===== src/rtl/exst_pkg.sv =====
package exst_pkg;
    localparam int unsigned NCOND = 6;
    localparam int unsigned SEL_W = 2;

    typedef enum logic [0:0] {
        ST_OPEN   = 1'b0,
        ST_CLOSED = 1'b1
    } latch_state_e;

    localparam logic [SEL_W-1:0] SEL_CMD    = 2'd0;
    localparam logic [SEL_W-1:0] SEL_MASTER = 2'd1;
    localparam logic [SEL_W-1:0] SEL_ENAB   = 2'd2;
    localparam logic [NCOND-1:0] CMD_REOPEN = 6'd2;
endpackage


===== src/rtl/exst_sync.sv =====
module exst_sync #(
    parameter int unsigned WIDTH = 6
) (
    input  logic             clk_i,
    input  logic             rst_ni,
    input  logic [WIDTH-1:0] d_i,
    output logic [WIDTH-1:0] q_o
);
    for (genvar g = 0; g < WIDTH; g++) begin : g_bit
        logic meta_q;
        logic stab_q;
        always_ff @(posedge clk_i or negedge rst_ni) begin
            if (!rst_ni) begin
                meta_q <= 1'b0;
                stab_q <= 1'b0;
            end else begin
                meta_q <= d_i[g];
                stab_q <= meta_q;
            end
        end
        assign q_o[g] = stab_q;
    end
endmodule


===== src/rtl/exst_regs.sv =====
module exst_regs
    import exst_pkg::*;
(
    input  logic             clk_i,
    input  logic             rst_ni,
    input  logic             wr_en_i,
    input  logic [SEL_W-1:0] wr_sel_i,
    input  logic [NCOND-1:0] wr_data_i,
    output logic             master_o,
    output logic [NCOND-1:0] ie_o,
    output logic             reopen_o
);
    always_ff @(posedge clk_i or negedge rst_ni) begin
        if (!rst_ni) begin
            master_o <= 1'b0;
            ie_o     <= '0;
        end else if (wr_en_i) begin
            if (wr_sel_i == SEL_MASTER) master_o <= wr_data_i[0];
            if (wr_sel_i == SEL_ENAB)   ie_o     <= wr_data_i;
        end
    end

    always_comb reopen_o = wr_en_i && (wr_sel_i == SEL_CMD) && (wr_data_i == CMD_REOPEN);


    reg_reset_chk: assert property (@(posedge clk_i)
        $rose(rst_ni) |-> (ie_o == '0) && !master_o);
endmodule


===== src/rtl/exst_latch_fsm.sv =====
module exst_latch_fsm
    import exst_pkg::*;
(
    input  logic             clk_i,
    input  logic             rst_ni,
    input  logic [NCOND-1:0] live_i,
    input  logic [NCOND-1:0] ie_i,
    input  logic             master_i,
    input  logic             reopen_i,
    output logic [NCOND-1:0] stat_o,
    output logic             pend_o
);
    latch_state_e     state_q, state_d;
    logic [NCOND-1:0] snap_q;
    logic             change;

    always_comb change = |((live_i ^ snap_q) & ie_i);

    always_comb begin
        state_d = state_q;
        unique case (state_q)
            ST_OPEN:   if (change)   state_d = ST_CLOSED;
            ST_CLOSED: if (reopen_i) state_d = ST_OPEN;
            default:                 state_d = ST_OPEN;
        endcase
    end

    always_ff @(posedge clk_i or negedge rst_ni) begin
        if (!rst_ni) begin
            state_q <= ST_OPEN;
            snap_q  <= '0;
        end else begin
            state_q <= state_d;
            if (state_q == ST_OPEN) snap_q <= live_i;
        end
    end

    always_comb begin
        pend_o = 1'b0;
        stat_o = live_i;
        unique case (state_q)
            ST_OPEN: begin
                pend_o = 1'b0;
                stat_o = live_i;
            end
            ST_CLOSED: begin
                pend_o = master_i;
                stat_o = (live_i & ~ie_i) | (snap_q & ie_i);
            end
            default: begin
                pend_o = 1'b0;
                stat_o = live_i;
            end
        endcase
    end


    freeze_on_change_chk: assert property (@(posedge clk_i) disable iff (!rst_ni)
        (state_q == ST_OPEN && change) |=> (state_q == ST_CLOSED));

    snap_hold_chk: assert property (@(posedge clk_i) disable iff (!rst_ni)
        (state_q == ST_CLOSED && !reopen_i) |=> $stable(snap_q) && (state_q == ST_CLOSED));

    reopen_chk: assert property (@(posedge clk_i) disable iff (!rst_ni)
        (state_q == ST_CLOSED && reopen_i) |=> (state_q == ST_OPEN));

    no_pend_wo_master_chk: assert property (@(posedge clk_i) disable iff (!rst_ni)
        !master_i |-> !pend_o);

    live_bits_chk: assert property (@(posedge clk_i) disable iff (!rst_ni)
        ((stat_o ^ live_i) & ~ie_i) == '0);
endmodule


===== src/rtl/exst_latch_unit.sv =====
module exst_latch_unit
    import exst_pkg::*;
(
    input  logic             clk_i,
    input  logic             rst_ni,
    input  logic [5:0]       cond_i,
    input  logic             wr_en_i,
    input  logic [1:0]       wr_sel_i,
    input  logic [5:0]       wr_data_i,
    output logic [5:0]       stat_o,
    output logic             pend_o
);
    logic [NCOND-1:0] live;
    logic [NCOND-1:0] ie;
    logic             master;
    logic             reopen;

    exst_sync #(.WIDTH(NCOND)) sync_i (
        .clk_i  (clk_i),
        .rst_ni (rst_ni),
        .d_i    (cond_i),
        .q_o    (live)
    );

    exst_regs regs_i (
        .clk_i     (clk_i),
        .rst_ni    (rst_ni),
        .wr_en_i   (wr_en_i),
        .wr_sel_i  (wr_sel_i),
        .wr_data_i (wr_data_i),
        .master_o  (master),
        .ie_o      (ie),
        .reopen_o  (reopen)
    );

    exst_latch_fsm fsm_i (
        .clk_i    (clk_i),
        .rst_ni   (rst_ni),
        .live_i   (live),
        .ie_i     (ie),
        .master_i (master),
        .reopen_i (reopen),
        .stat_o   (stat_o),
        .pend_o   (pend_o)
    );


    sync_delay_chk: assert property (@(posedge clk_i) disable iff (!rst_ni)
        $rose(rst_ni) || 1'b1 |=> ##1 (live == $past(cond_i, 2)) || $past(!rst_ni, 2) || $past(!rst_ni, 1));
endmodule


===== config.mk =====
export PLATFORM = sky130hd
export DESIGN_NAME = exst_latch_unit
export DESIGN_NICKNAME = d
export VERILOG_FILES = /design/src/rtl/exst_pkg.sv /design/src/rtl/exst_sync.sv /design/src/rtl/exst_regs.sv /design/src/rtl/exst_latch_fsm.sv /design/src/rtl/exst_latch_unit.sv
export SDC_FILE = /design/constraint.sdc
export NUM_CORES = 1
export LEC_CHECK = 0
export BUFFER_PORTS_ARGS = -buffer_cell sky130_fd_sc_hd__buf_2
export CAP_MARGIN = 10
export CORE_MARGIN = 2
export CORE_UTILIZATION = 51
export CTS_BUF_LIST = sky130_fd_sc_hd__clkbuf_16
export DETAILED_ROUTE_END_ITERATION = 7
export PLACE_DENSITY = 0.86
export SETUP_SLACK_MARGIN = 0.3
export SLEW_MARGIN = 10
export SYNTH_ARGS = -nofsm -noshare
export SYNTH_HDL_FRONTEND = slang
export SYNTH_SLANG_ARGS = --single-unit

===== constraint.sdc =====
create_clock -name clk_i -period 1.25 [get_ports clk_i]
set_clock_uncertainty 0.05 [all_clocks]
set_input_delay 0.1875 -clock clk_i [delete_from_list [all_inputs] [get_ports clk_i]]
set_output_delay 0.1875 -clock clk_i [all_outputs]
set_load 0.05 [all_outputs]

==> results by group, run 1 <==
Die
  • Ports placed on the boundary: 24
  • Starting density of the core: 53.8%
  • Vert. Die Dim: 49.5 um
  • Number of core rows: 16
  • Floorplan core area: 1960 um2
  • Horizontal extent of the die: 49.5 um
  • Area enclosed by the die boundary: 2450 um2

Cells and area
  • Antenna diode instance count: 0
  • Final layout net count: roughly 130
  • Commonest cells after routing, fill and taps aside: dfrtp_1 (25), buf_2 (15), buf_6 (12), mux2_4 (8), mux2_2 (8)
  • Fill cell count: 108
  • Layout overhead on the synthesized area: 50.4%
  • Ratio of cells with drive above 1 in the final layout: 58.0%
  • Most frequent standard cell in the layout excluding fill and tap cells: dfrtp_1

Timing
  • Worst hold slack after final layout: roughly 110 ps
  • Post-layout minimum cycle time: 1560 ps
  • Unrepaired setup endpoints after global routing: true
  • Slack of the critical path: -311 ps
  • Total of endpoints with negative setup slack in the final report: 12
  • Actual transition at the worst max-transition pin: 408 ps
  • Number of failing hold endpoints at the final stage: 0
  • Post-route clock period utilization: 125%
  • Highest Clock Rate: 0.641 GHz
  • Normalized max-slew margin: 72.8%
  • Final Max Tran Viols: 0

Critical path
  • R2R Path Start: fsm_i.state_q
  • Crit start category: register
  • Critical path origin: fsm_i.state_q
  • Family of cells with the greatest summed delay on the critical path: flip-flops
  • Critical Path Sink Type: output pin
  • CP bufs+invs: 2
  • Crit path max fanout: 4
  • Worst stage delay on the critical path: 400 ps
  • Cell seen most often among critical-path stages: buf_6
  • Classification of the worst setup path: reg -> out
  • Required time reported for the critical path endpoint: 1010 ps
  • Arrival time at the worst endpoint: 1320 ps
  • Cells traversed along the worst timing path: buf_6, nand2_4, mux2_4, buf_6
  • Library cell contributing the largest single delay on the critical path: dfrtp_1

Place
  • Global placement routability congestion: 0.757
  • Pre-CTS WS: -113 ps
  • Half-perimeter wire length after detailed placement: 1.22 mm
  • IO Port Bufs: 23

Synth
  • Synth Instances: 69
  • Syn Area/Cell: 15.3 um2
  • Synthesis Warnings: 0
  • Cell area after technology mapping: roughly 1100 um2
  • Net Count, Synth: 86
  • Sequential cell area fraction in the yosys report: approximately three fifths
  • Distinct cells, synth: 18
  • Post-synthesis sequential element count: 26

Clock network
  • Clock root buffer: clkbuf_16
  • Total clock buffers created by CTS: 3
  • CTS tree: yes
  • Clock-pin transition on the worst setup and hold timing paths: about 60 ps
  • H-tree level count: 1
  • Insertion delay of the later-clocked pin in the worst-skew pair: roughly 260 ps
  • Maximum number of buffers from clock root to sink: 2
  • Total number of clock tree sinks: 26

Route
  • Total number of vias: 728
  • Detailed-route vias per instance: 5.24
  • Number of nets still failing antenna checks after routing: 0
  • DRC violations left: 0
  • Wire length after detailed routing: 2.45 mm
  • Average wire per cell in the routed design: about 18 um
  • Drt initial violations: 6
  • Pre-antenna DRT Iters: 4

Global route
  • Global-route wire length before repair: approximately 3.7 mm
  • Largest net degree at the start of global routing: 27
  • Tot GR Track Use: 20.5%
  • Residual overflow from global routing: 0
  • Number of antenna violations at the first check in global routing: 0
  • Number of global-route vias before repair: roughly 770

Min path
  • Worst hold start: wr_data_i[1]
  • Path category of the worst min-delay check: in -> reg

Power
  • Cell area power density: 1410 nW/um2
  • P_leak: a little under 0.8 nW
  • Worst vdd rail ir drop: approximately 1.1 mV

Outcome
  • Run status: finished, violations left
  • Failing checks: negative setup slack

Job
  • Max-Cap Viols: 0
## per-stage QoR
| step | setup TNS (ps) | std cells | util, % | cell area [um2] | power (mW) |
|---|---|---|---|---|---|
| floorplan | 0 | 69 | - | 1070 | 1.30 |
| finish | -2310 | 139 | 80.9 | 1590 | 2.24 |
| global placement | -435 | 123 | 63.5 | 1250 | 1.39 |
| global route | -2700 | 139 | 80.9 | 1590 | 2.33 |
| detailed placement | -500 | 123 | 63.5 | 1250 | 1.40 |
| CTS | -1950 | 136 | 76.5 | 1500 | 2.18 |
## Yosys cell counts (all sizes together)
master / instances / area share (%)
nor4b: 2 / 1.7
a31oi: 1 / 0.59
mux2: 19 / 21
a22oi: 1 / 0.71
a21oi: 1 / 0.47
xor2: 6 / 5.0
nand2: 7 / 4.2
nor2b: 1 / 0.83
dfrtp: 26 / 62
and2: 1 / 0.59
a222oi: 1 / 0.95
nand3b: 1 / 0.71
buf: 1 / 1.1
and3: 1 / 0.59
## timing repair
item	4_1_cts	5_1_grt
endpoints found under the hold margin	32	0
buffers inserted	3	3
hold buffers	7	0
pin swaps	1	4
resized for setup	27	15
setup endpoints to repair	15	42
## kinds of logic after synthesis
family                    synth area share [%]
xor gates and xnor gates                  4.98
and+or+nand+nor                           8.54
DFF                                       61.7
AOI/OAI and AO/OA                         2.73
muxes                                     21.0
buffers and inverters                     1.07
## flip-flops by register name, indices dropped and copies added (netlist names)
name,flops
fsm_i.snap_q,6
sync_i.g_bit.stab_q,6
sync_i.g_bit.meta_q,6
fsm_i.state_q,1
regs_i.master_o,1
regs_i.ie_o,6
## metal layers
layer / vias up / wire length, um / GRT usage, % / share of wire, %
li1: 329 / - / - / -
met1: 364 / 1020 / 26.5 / 41
met2: 27 / 1210 / 32.0 / 49
met3: 8 / 121 / 3.94 / 4.9
met4: 0 / 101 / 12.5 / 4.1
met5: - / 0 / 0 / 0
## power breakdown
group	internal, mW	switching (mW)	leakage (nW)
registers	0.921	0.0823	0.313
clock network	0.423	0.264	0.0370
logic	0.285	0.266	0.426
total	1.63	0.613	0.775
## layout make-up
type / count / area [um2] / area share [%]
Clock buffer: 3 / 75.1 / 4.73
Tap cell: 27 / 33.8 / 2.13
Sequential cell: 26 / 652 / 41.1
Timing Repair Buffer: 41 / 363 / 22.9
Multi-Input combinational cell: 42 / 463 / 29.2
## path summary, 6_finish.rpt
check	depth (start not counted)	endpoint	slack, ps
max	4	stat_o[0]	-310
min	2	regs_i.ie_o[1]	110
max reg2reg	6	fsm_i.state_q	-120
min reg2reg	0	sync_i.g_bit[0].stab_q	300
max in group asynchronous	2	regs_i.ie_o[0]	510
min in group asynchronous	2	sync_i.g_bit[0].stab_q	370
Power figures use the tool's default switching activity.
==> run 2: changes to the inputs <==
ABC_AREA = 1   (was default)
CORE_UTILIZATION = 52   (was 51)
PLACE_DENSITY = 0.87   (was 0.86)
==> run 2 against run 1 <==
  * The run still ends with negative setup slack left
  * Setup slack improved by 71 ps
  * Sequential share of layout area fell by 1.9 points
  * Via count rose by 35%
  * Clock power barely moved
  * Highest routed layer unchanged
==> results by group, run 2 <==
Synth
  • Share of the synthesized area in the top cell type: 59.3%
  • Syn Area/Cell: between 9 and 10 um2
  • Post-synthesis share of cell area spent on xor and xnor gates: 0%
  • Largest family of logic cells by synthesized area: simple AND/OR/NAND/NOR gates
  • Most instantiated library cell after synthesis: nand2_1
  • Count of flip-flops with a built-in enable after synthesis: 0
  • Most used flip-flop cell after synthesis: dfrtp_1
  • Sequential cell area fraction in the yosys report: 59.3%
  • Synthesis Warnings: 0
  • Cell area after technology mapping: 1100 um2
  • FFs w/ async S/R, synth: 100%
  • Mux share of post-synthesis cell area: 1.37%
  • Commonest cells post-synth: nand2_1 (29), dfrtp_1 (26), inv_1 (14)
  • Synth Instances: 119
  • Largest cells by area after synthesis: dfrtp_1 (59%), nand2_1 (9.9%), inv_1 (4.8%)
  • Adder-cell share of the synthesized area: 0%
  • Simple-gate portion of the synthesized area: a little under a fifth
  • Distinct cells, synth: 17
  • Compound-Gate Fraction of Synth Area: between 10% and 20%
  • Post-synthesis sequential element count: 26
  • Net Count, Synth: about 140
  • Cell taking the most area after synthesis: dfrtp_1

Die
  • Horizontal extent of the die: 49.9 um
  • Starting density of the core: 55.4%
  • Ports placed on the boundary: 24
  • Vert. Die Dim: ~50 um
  • Area enclosed by the die boundary: about 2500 um2
  • Number of core rows: 16
  • Floorplan core area: about 2000 um2

Critical path
  • Crit start category: register
  • Crit path max fanout: 8
  • Required time reported for the critical path endpoint: 1010 ps
  • Arrival time at the worst endpoint: 1250 ps
  • Classification of the worst setup path: reg -> out
  • Critical Path Sink Type: output pin

Global route
  • Number of global-route vias before repair: between 900 and 1k
  • Global-route wire length before repair: 4.55 mm
  • Tot GR Track Use: 25.4%
  • Number of antenna violations at the first check in global routing: 0
  • Largest net degree at the start of global routing: 27
  • Residual overflow from global routing: 0

Timing
  • Number of failing hold endpoints at the final stage: 0
  • Normalized max-slew margin: between 70 and 80%
  • Slack of the critical path: -240 ps
  • Total of endpoints with negative setup slack in the final report: 7
  • Highest Clock Rate: 0.671 GHz
  • Final Max Tran Viols: 0
  • Unrepaired setup endpoints after global routing: true
  • Post-route clock period utilization: 119%
  • Post-layout minimum cycle time: 1490 ps
  • Actual transition at the worst max-transition pin: 345 ps

Route
  • Number of nets still failing antenna checks after routing: 0
  • Detailed-route vias per instance: approximately 5.4
  • Total number of vias: 982
  • Wire length after detailed routing: 2.91 mm
  • Average wire per cell in the routed design: roughly 16 um
  • DRC violations left: 0
  • Pre-antenna DRT Iters: 4
  • Drt initial violations: 31

Outcome
  • Run status: finished, violations left
  • Failing checks: negative setup slack

Place
  • Half-perimeter wire length after detailed placement: approximately 1.7 mm
  • Global placement routability congestion: 0.847
  • Pre-CTS WS: -61.6 ps
  • IO Port Bufs: 23

Clock network
  • CTS tree: yes
  • Clock-pin transition on the worst setup and hold timing paths: about 60 ps
  • Clock root buffer: clkbuf_16
  • Maximum number of buffers from clock root to sink: 2
  • Total number of clock tree sinks: 26
  • Total clock buffers created by CTS: 3
  • H-tree level count: 1
  • Insertion delay of the later-clocked pin in the worst-skew pair: 260 ps

Min path
  • Path category of the worst min-delay check: in -> reg

Power
  • P_leak: 0.752 nW
  • Cell area power density: 1390 nW/um2
  • Worst vdd rail ir drop: 1.56 mV
  • Overall power consumption: around 2.3 mW

Cells and area
  • Antenna diode instance count: 0
  • Final layout net count: between 150 and 200
  • Ratio of cells with drive above 1 in the final layout: 45.2%
  • Fill cell count: 100
  • Commonest cells after routing, fill and taps aside: nand2_1 (24), dfrtp_1 (22), buf_2 (15), inv_1 (13), buf_6 (9)
  • Layout overhead on the synthesized area: 52.6%
  • Most frequent standard cell in the layout excluding fill and tap cells: nand2_1

Job
  • Max-Cap Viols: 0
## run 2: cell types whose count changed in the layout (fill, tap and decap cells not counted), sizes merged, moves of 10 or more
| cell | change |
|---|---|
| nand2 | +22 |
| o21ai | +13 |
| inv | +17 |
| nor2 | +10 |
| mux2 | -18 |
## run 2: final cells by class
cell class	instances	area [um2]	share of cell area [%]
sequential	26	656	39.2
inverter	18	76.3	4.56
tap	27	33.8	2.02
multi-input combinational	72	542	32.4
timing repair buffer	36	292	17.4
clock buffer	3	75.1	4.48
## run 2: repair_timing
item	in CTS	in global routing
endpoints found under the hold margin	32	0
hold buffers	7	0
resized for setup	26	20
setup endpoints to repair	8	40
pin swaps	2	1
setup buffers	2	0
## run 2: worst paths after layout
path                                        start                endpoint  slack, ps  cells past startpoint
setup / recovery                    fsm_i.state_q               stat_o[1]       -240                      4
hold / removal                       wr_data_i[1]          regs_i.ie_o[1]        130                      2
setup reg to reg           sync_i.g_bit[5].stab_q           fsm_i.state_q         80                      6
max in group asynchronous                  rst_ni  sync_i.g_bit[5].stab_q        530                      2
min in group asynchronous                  rst_ni  sync_i.g_bit[5].meta_q        350                      2
hold reg to reg            sync_i.g_bit[5].meta_q  sync_i.g_bit[5].stab_q        300                      0
## run 2: cells by family (layout without fill, tap and decap cells)
| family | Yosys count | count (layout) |
|---|---|---|
| buffers and inverters | 21 | 57 |
| AND/OR/NAND/NOR | 48 | 48 |
| multiplexers | 1 | 1 |
| AO/OA/AOI/OAI | 23 | 23 |
| flip-flops | 26 | 26 |
## run 2: per-stage QoR
step	hold WS (ps)	instance area (um2)	util, %	std cells	TNS [ps]
final	127	1670	84.5	182	-1460
after global routing	124	1670	84.5	182	-1740
after CTS	123	1610	81.4	182	-1550
after detailed placement	157	1370	68.9	170	-227
after global placement	157	1370	68.9	170	-107
after floorplan	-158	1210	-	119	0
## run 2: where the power goes
| part | switching [mW] | total [mW] | internal (mW) |
|---|---|---|---|
| Sequential | 0.113 | 1.03 | 0.918 |
| Clock | 0.264 | 0.688 | 0.423 |
| Combinational | 0.349 | 0.615 | 0.266 |
## run 2: worst max-delay path, stage by stage (launching register included)
cell,delay [ps]
dfrtp_2,410
buf_6,180
a21oi_4,70
a31oi_4,150
buf_6,180
## run 2: metal layers
metal	vias to the layer above	GRT usage, %	part of all wire, %
met5	-	0	0
met1	484	29.6	41
li1	461	-	-
met2	30	44.4	53
met3	7	4.55	3.8
met4	0	13.0	2.3
==> run 3: changes to the inputs <==
==> constraint.sdc (replaced) <==
create_clock -name clk_i -period 1.4 [get_ports clk_i]
set_clock_uncertainty 0.05 [all_clocks]
set_input_delay 0.07 -clock clk_i [delete_from_list [all_inputs] [get_ports clk_i]]
set_output_delay 0.07 -clock clk_i [all_outputs]
set_load 0.05 [all_outputs]
==> run 3 against run 2 <==
  * The flow now finishes without violations
  * Via count up 1.0%
  * Hold slack got worse by 120 ps
  * First-iteration DRC count increased by 35%
  * Die area is the same
  * Setup slack improved by 240 ps
  * Flip-flop and latch count did not move
  * Sequential power decreased by 13%
  * Cell count rose by 2.2%
  * Highest routed layer unchanged
==> results by group, run 3 (synthesized netlist as in run 2, its figures left out) <==
Outcome
  • Run status: completed

Cells and area
  • Final Cell Area: 1600 um2
  • Commonest cells after routing, fill and taps aside: nand2_1 (27), dfrtp_1 (25), buf_2 (16), inv_1 (13), buf_6 (11)
  • Layout overhead on the synthesized area: 46.0%
  • Ratio of cells with drive above 1 in the final layout: 37.1%
  • Most frequent standard cell in the layout excluding fill and tap cells: nand2_1
  • Final layout net count: 177
  • Antenna diode instance count: 0
  • Filler-free cell count of the finished design: 186

Global route
  • Number of antenna violations at the first check in global routing: 0
  • Residual overflow from global routing: 0
  • Largest net degree at the start of global routing: 27
  • Number of global-route vias before repair: 911
  • Global-route wire length before repair: between 3 and 4 mm
  • Tot GR Track Use: 21.5%

Route
  • DRC violations left: 0
  • Total number of vias: 992
  • Detailed-route vias per instance: between 5 and 6
  • Drt initial violations: 42
  • Number of nets still failing antenna checks after routing: 0
  • Pre-antenna DRT Iters: 5
  • Average wire per cell in the routed design: 14.6 um
  • Wire length after detailed routing: ~2.7 mm

Place
  • Global placement routability congestion: 0.809
  • Half-perimeter wire length after detailed placement: 1.57 mm
  • Cell total after placement: 170
  • Placed instance area: ~1300 um2
  • Pre-CTS WS: 86.7 ps
  • IO Port Bufs: 23

Die
  • Area enclosed by the die boundary: between 2000 and 2500 um2
  • Horizontal extent of the die: 49.9 um
  • Starting density of the core: between 50 and 60%
  • Ports placed on the boundary: 24
  • Vert. Die Dim: 49.9 um
  • Floorplan core area: 1980 um2
  • Number of core rows: 16

Timing
  • Post-route clock period utilization: 99.7%
  • Worst hold slack after final layout: 10.1 ps
  • Slack of the critical path: 3.70 ps
  • Final-layout setup total negative slack: 0 ps
  • Final Max Tran Viols: 0
  • Number of failing hold endpoints at the final stage: 0
  • Highest Clock Rate: 0.716 GHz
  • Post-layout minimum cycle time: about 1400 ps
  • Total of endpoints with negative setup slack in the final report: 0
  • Actual transition at the worst max-transition pin: approximately 570 ps
  • Unrepaired setup endpoints after global routing: true
  • Normalized max-slew margin: 62.2%

Critical path
  • Cells traversed along the worst timing path: buf_6, buf_6, a31oi_4, buf_6
  • Required time reported for the critical path endpoint: 1280 ps
  • Worst stage delay on the critical path: 420 ps
  • Classification of the worst setup path: reg -> out
  • Crit start category: register
  • Library cell contributing the largest single delay on the critical path: dfrtp_2
  • Cell seen most often among critical-path stages: buf_6
  • Arrival time at the worst endpoint: 1280 ps
  • Register-to-Register Path Depth: 6
  • Crit path max fanout: 5
  • Critical Path Sink Type: output pin

Power
  • P_leak: 0.764 nW
  • Cell area power density: 1270 nW/um2
  • Relative contribution of combinational cells to total power: 24.8%
  • Share of total power in sequential cells: 44.1%
  • Switch share: 30.6%
  • Net Sw Power: 621 uW
  • Internal Dissipation: 1.41 mW
  • Clock share of power: between 30% and 40%
  • Worst vdd rail ir drop: 1.01 mV

Clock network
  • H-tree level count: 1
  • Clock root buffer: clkbuf_16
  • CTS tree: yes
  • Total clock buffers created by CTS: 3
  • Maximum number of buffers from clock root to sink: 2
  • Insertion delay of the later-clocked pin in the worst-skew pair: 260 ps
  • Clock-pin transition on the worst setup and hold timing paths: roughly 60 ps
  • Total number of clock tree sinks: 26

Min path
  • Count of cells along the worst hold path: 2
  • Path category of the worst min-delay check: in -> reg

Job
  • Max-Cap Viols: 0
[run 3: cell count changes in the layout (fill, tap and decap cells not counted), sizes merged]
cell and delta:
clkinv +1, clkbuf -1, clkinvlp -1, buf +4, inv +1
[run 3: path summary, 6_finish.rpt]
kind                                               end                   start  slack (ps)
max in group asynchronous                fsm_i.state_q                  rst_ni         610
worst min register to register  sync_i.g_bit[2].stab_q  sync_i.g_bit[2].meta_q         300
worst min-delay path                    regs_i.ie_o[1]            wr_data_i[1]          10
worst max-delay path                         stat_o[5]           fsm_i.state_q           4
min in group asynchronous       sync_i.g_bit[5].meta_q                  rst_ni         290
worst max register to register           fsm_i.state_q           fsm_i.state_q         230
[run 3: stage by stage]
| step | util [%] | total power [mW] |
|---|---|---|
| floorplan | - | 1.22 |
| global placement | 67.3 | 1.30 |
| detailed placement | 67.3 | 1.32 |
| CTS | 77.2 | 2.00 |
| global route | 80.8 | 2.12 |
| finish | 80.8 | 2.03 |
[run 3: area by class of cell]
class                           count  area [um2]
Timing Repair Buffer               39         312
Clock buffer                        3        75.1
Fill cell                         108         380
Inverter                           18        67.6
Multi-Input combinational cell     72         458
Clock inverter                      1        3.75
Sequential cell                    26         652
Tap cell                           27        33.8
[run 3: metal layers]
metal  vias to the layer above  global-route usage [%]  wire (um)
met4                         0                    8.33         79
met2                        47                    38.7       1400
met3                         9                    4.55        137
met5                         -                       0          0
li1                        463                       -          -
met1                       473                    24.8       1090
[run 3: power by group through the flow]
stage / logic, mW / registers [mW] / clock network [mW]
2_1_floorplan: 0.334 / 0.883 / 0
3_3_place_gp: 0.407 / 0.893 / 0
3_5_place_dp: 0.419 / 0.900 / 0
4_1_cts: 0.485 / 0.889 / 0.624
5_1_grt: 0.541 / 0.904 / 0.678
6_report: 0.504 / 0.895 / 0.630
[run 3: critical path, delay by kind of cell (launching register included)]
family	cells	cell delay, ps
AO/OA/AOI/OAI	1	160
flip-flops	1	420
buffers and inverters	3	440
[run 3: timing repair]
action | 4_1_cts | 5_1_grt
hold buffers | 7 | 0
gates cloned | 0 | 0
pin swaps | 0 | 2
endpoints found under the hold margin | 32 | 0
gates resized for setup | 14 | 13
buffers inserted | 1 | 4
setup endpoints to repair | 13 | 8
